===== config.mk =====
export PLATFORM = sky130hd
export DESIGN_NAME = domain_gate_ctrl
export DESIGN_NICKNAME = d
export VERILOG_FILES = /design/src/rtl/domain_gate_pkg.sv /design/src/rtl/rst_release_sync.sv /design/src/rtl/en_stage.sv /design/src/rtl/domain_gate_ctrl.sv
export SDC_FILE = /design/constraint.sdc
export NUM_CORES = 1
export LEC_CHECK = 0
export ABC_AREA = 1
export BUFFER_PORTS_ARGS = -buffer_cell sky130_fd_sc_hd__buf_2
export CAP_MARGIN = 15
export CORE_AREA = 2 2 39 41
export CTS_CLUSTER_DIAMETER = 60
export CTS_CLUSTER_SIZE = 20
export DETAILED_ROUTE_END_ITERATION = 12
export DIE_AREA = 0 0 41 43
export PLACE_DENSITY = 0.48
export SLEW_MARGIN = 30
export SYNTH_ARGS = -nofsm -noshare
export SYNTH_HDL_FRONTEND = slang
export SYNTH_SLANG_ARGS = --single-unit
export TNS_END_PERCENT = 100

===== constraint.sdc =====
create_clock -name clk_i -period 1.6 [get_ports clk_i]
set_input_delay 0.48 -clock clk_i [delete_from_list [all_inputs] [get_ports clk_i]]
set_output_delay 0.48 -clock clk_i [all_outputs]
set_load 0.005 [all_outputs]

===== src/rtl/domain_gate_pkg.sv =====
package domain_gate_pkg;
  localparam int NUM_DOM  = 6;
  localparam int NUM_RST  = 3;

  localparam int D_OSC    = 0;
  localparam int D_CORE   = 1;
  localparam int D_SBUS   = 2;
  localparam int D_OSCOUT = 3;
  localparam int D_CONV   = 4;
  localparam int D_X8     = 5;

  localparam int R_CORE   = 0;
  localparam int R_SBUS   = 1;
  localparam int R_CONV   = 2;

  // domains switched off by the generator enable
  localparam logic [NUM_DOM-1:0] GEN_DEP_MASK =
    (NUM_DOM'(1) << D_CORE) | (NUM_DOM'(1) << D_CONV) | (NUM_DOM'(1) << D_X8);

  // reset output that gates each domain's enable; -1 means none
  function automatic int dom_gate_rst(input int d);
    case (d)
      D_CORE, D_OSCOUT: return R_CORE;
      D_SBUS:           return R_SBUS;
      D_CONV, D_X8:     return R_CONV;
      default:          return -1;
    endcase
  endfunction
endpackage


===== src/rtl/rst_release_sync.sv =====
module rst_release_sync #(
  parameter int STAGES = 2
) (
  input  logic clk_i,
  input  logic req_n_i,
  output logic rst_n_o
);
  logic [STAGES-1:0] stg_q;

  always_ff @(posedge clk_i or negedge req_n_i) begin
    if (!req_n_i) stg_q <= '0;
    else          stg_q <= {stg_q[STAGES-2:0], 1'b1};
  end

  assign rst_n_o = stg_q[STAGES-1];
endmodule


===== src/rtl/en_stage.sv =====
module en_stage (
  input  logic clk_i,
  input  logic want_i,
  input  logic gate_i,
  output logic en_o
);
  logic en_q;

  always_ff @(posedge clk_i) begin
    en_q <= want_i & gate_i;
  end

  assign en_o = en_q;
endmodule


===== src/rtl/domain_gate_ctrl.sv =====
module domain_gate_ctrl
  import domain_gate_pkg::*;
#(
  parameter int SYNC_STAGES = 2
) (
  input  logic               clk_i,
  input  logic               osc_en_i,
  input  logic               gen_en_i,
  input  logic               conv_rst_n_i,
  input  logic               rst_a_n_i,
  input  logic               rst_b_n_i,
  output logic [NUM_DOM-1:0] dom_en_o,
  output logic [NUM_RST-1:0] dom_rst_n_o
);
  logic [NUM_RST-1:0] req_n;
  logic [NUM_DOM-1:0] want;
  logic [NUM_DOM-1:0] gate;

  // reset coverage: A hits all, B spares the serial bus, converter reset only its own
  assign req_n[R_CORE] = rst_a_n_i & rst_b_n_i;
  assign req_n[R_SBUS] = rst_a_n_i;
  assign req_n[R_CONV] = rst_a_n_i & rst_b_n_i & conv_rst_n_i;

  for (genvar r = 0; r < NUM_RST; r++) begin : g_rst
    rst_release_sync #(.STAGES(SYNC_STAGES)) u_sync (
      .clk_i   (clk_i),
      .req_n_i (req_n[r]),
      .rst_n_o (dom_rst_n_o[r])
    );
  end

  for (genvar d = 0; d < NUM_DOM; d++) begin : g_dom
    if (GEN_DEP_MASK[d]) begin : g_gen
      assign want[d] = osc_en_i & gen_en_i;
    end else begin : g_free
      assign want[d] = osc_en_i;
    end

    if (dom_gate_rst(d) < 0) begin : g_ungated
      assign gate[d] = 1'b1;
    end else begin : g_gated
      assign gate[d] = dom_rst_n_o[dom_gate_rst(d)];
    end

    en_stage u_en (
      .clk_i  (clk_i),
      .want_i (want[d]),
      .gate_i (gate[d]),
      .en_o   (dom_en_o[d])
    );
  end
endmodule


==> metrics.md <==
| Metric | Value |
|---|---|
| Outcome | completed |
| Max-Cap Viols | 0 |
| Dpl cells | 57 |
| Post-synthesis async set-or-reset flop share | 54.5% |
| Max Freq | 0.803 GHz |
| Cell area after synthesis | 370 µm² |
| Via count | 208 |
| CTS H-Tree Depth | 1 |
| Register Area | 250 µm² |
| DRC | 0 |
| Worst Hold Class | in2async |
| Final min period | 1.24 ns |
| GP Congestion | 0.599 |
| Synth area leader | dfrtp_1 |
| Cell breakdown of the critical path | buf_2 |
| Starting DRT DRC Count | 1 |
| Primary FF master, synth | dfrtp_1 |
| TritonCTS clock tree | built |
| Synth unique cells | 7 |
| Finished Layout Cells | 62 |
| CP peak stage delay | 0.38 ns |
| Crit path required time | 1.12 ns |
| DR vias/cell | 3.35 |
| Top post-synthesis cells by area | dfrtp_1 (41%), dfxtp_1 (27%), buf_4 (18%) |
| Switch share | 20.4% |
| Unrepaired setup endpoints after global routing | false |
| Sequential power share | 58.2% |
| Yosys top cell area share | 40.5% |
| Worst Path Buf+Inv | 1 |
| Worst-path fanout max | 3 |
| Post-CTS Setup Repair Bufs | 0 |
| CP max stage cell | dfrtp_1 |
| Synthesis Warnings | 0 |
| Power density over the cells | 1150 nW/µm² |
| Clock power frac | 35.8% |
| Layout cell share with drive strength beyond 1 | 37.0% |
| Leakage | 0.258 nW |
| Worst Setup End Kind | primary output |
| Fin crit share | 77.8% |
| Peak VDD IR | 293 µV |
| Setup_tns | 0 ns |
| Layout filler cell count | 148 |
| CTS max path bufs | 2 |
| Routed WL | 434 µm |
| Kind of critical path | reg2out |
| CP Launch Type | flip-flop |
| EDFF count, synth | 0 |
| Switch Pwr | 0.103 mW |
| Row count | 14 |
| FF+latch count, synth | 11 |
| Clk_skew | 0.00664 ns |
| WHS | 0.111 ns |
| Cells after Synth | 34 |
| Syn Area/Cell | 10.9 µm² |
| Logic pwr share | 5.9% |
| Worst-Skew Late Latency | 0.26 ns |
| Area grow syn2layout | 17.9% |
| Final net count | 53 |
| Vias in the first global route | 166 |
| Initial antenna violation count | 0 |
| Largest net degree at the start of global routing | 7 |
| CTS root buffer | clkbuf_4 |
| Multi-input logic area | 37.5 µm² |
| Drt pass-1 iters | 2 |
| Wire per inst | 7.00 µm |
| Register area share after synthesis | 67.6% |
| Full die area | 1760 µm² |
| Most frequent cell after synthesis | buf_4 |
| Final Util | 31.6% |
| Antenna Cells | 0 |
| Reg clk slew, reported paths | 0.07 ns |
| Initial Util | 26.8% |
| CP Data Arrival Time | 0.76 ns |
| Final Max Tran Viols | 0 |
| IO Pins | 15 |
| CTS buffer count | 3 |
| Global route overflow | 0 |
| Detail Placement HPWL | 344 µm |
| Most frequent cells after synthesis | buf_4 (9), dfrtp_1 (6), inv_1 (6) |
| Hold buffer count at cts | 1 |
| IO buf count | 14 |
| Core footprint | 1380 µm² |
| DIE WIDTH | 41 µm |
| CTS sink cnt | 11 |
| Final setup viols | 0 |
| Pint | 0.401 mW |
| First-pass GRT wire length | 621 µm |
| All-layer global routing usage | 6.48% |
| Final Hold Viols | 0 |
| Antenna-violating nets left | 0 |
| # resized after CTS | 0 |
| Die height | 43 µm |
| CP top delay family | flip-flops |
[metrics by stage]
step	total power, mW	cell area, µm²	setup slack, ns
4_1_cts	0.517	437	0.338
5_1_grt	0.542	437	0.293
3_3_place_gp	0.328	400	0.631
2_1_floorplan	0.323	378	0.626
6_report	0.504	437	0.355
3_5_place_dp	0.328	400	0.628
[path summary, 6_finish.rpt]
kind	cells after the start	from	endpoint	slack, ns
worst max-delay path	1	g_rst[0].u_sync.stg_q[1]$_DFF_PN0_	dom_rst_n_o[0]	0.36
worst min-delay path	3	rst_b_n_i	g_rst[0].u_sync.stg_q[0]$_DFF_PN0_	0.11
worst max register to register	2	g_rst[0].u_sync.stg_q[1]$_DFF_PN0_	g_dom[3].u_en.en_o$_DFF_P_	1.02
worst min register to register	0	g_rst[1].u_sync.stg_q[0]$_DFF_PN0_	g_rst[1].u_sync.stg_q[1]$_DFF_PN0_	0.35
max in group asynchronous	4	rst_a_n_i	g_rst[2].u_sync.stg_q[1]$_DFF_PN0_	0.70
min in group clk_i	0	g_rst[1].u_sync.stg_q[0]$_DFF_PN0_	g_rst[1].u_sync.stg_q[1]$_DFF_PN0_	0.35
[final cells by class]
class,instances,share of cell area (%)
sequential,11,57.3
timing repair buffer,15,18.3
inverter,6,5.16
clock buffer,4,6.02
multi-input combinational,10,8.60
tap,16,4.58
[state kept, by name (all words and copies together), names as in the netlist]
signal,flops
g_dom.u_en.en_o,5
g_rst.u_sync.stg_q,6
[cell families (layout without fill, tap and decap cells)]
logic type / Yosys count / after routing / share of synthesized area (%)
buffers and inverters: 15 / 25 / 24.3
DFF: 11 / 11 / 67.6
and+or+nand+nor: 7 / 7 / 7.09
other: 1 / 3 / 1.01
[metal layers]
metal | vias up | part of all wire, % | GRT usage [%]
met2 | 10 | 48 | 8.13
met5 | - | 0 | 0
li1 | 108 | - | -
met1 | 90 | 38 | 4.62
met3 | 0 | 14 | 6.28
met4 | 0 | 0 | 8.00
[power by group through the flow]
stage               combinational (mW)  sequential, mW  clock, mW
floorplan                       0.0240           0.299          0
global placement                0.0285           0.299          0
detailed placement              0.0290           0.299          0
CTS                             0.0309           0.293      0.193
global route                    0.0358           0.295      0.211
finish                          0.0299           0.293      0.181
[layout by cell type (no fill, tap or decap), drive strengths merged]
cell         netlist  routed
buf                9      14
clkbuf             0       4
conb               1       3
dfrtp              6       6
dfxtp              5       5
dlygate4sd3        0       1
inv                6       6
nand2              4       4
nor2               3       3
Power figures use the tool's default switching activity.
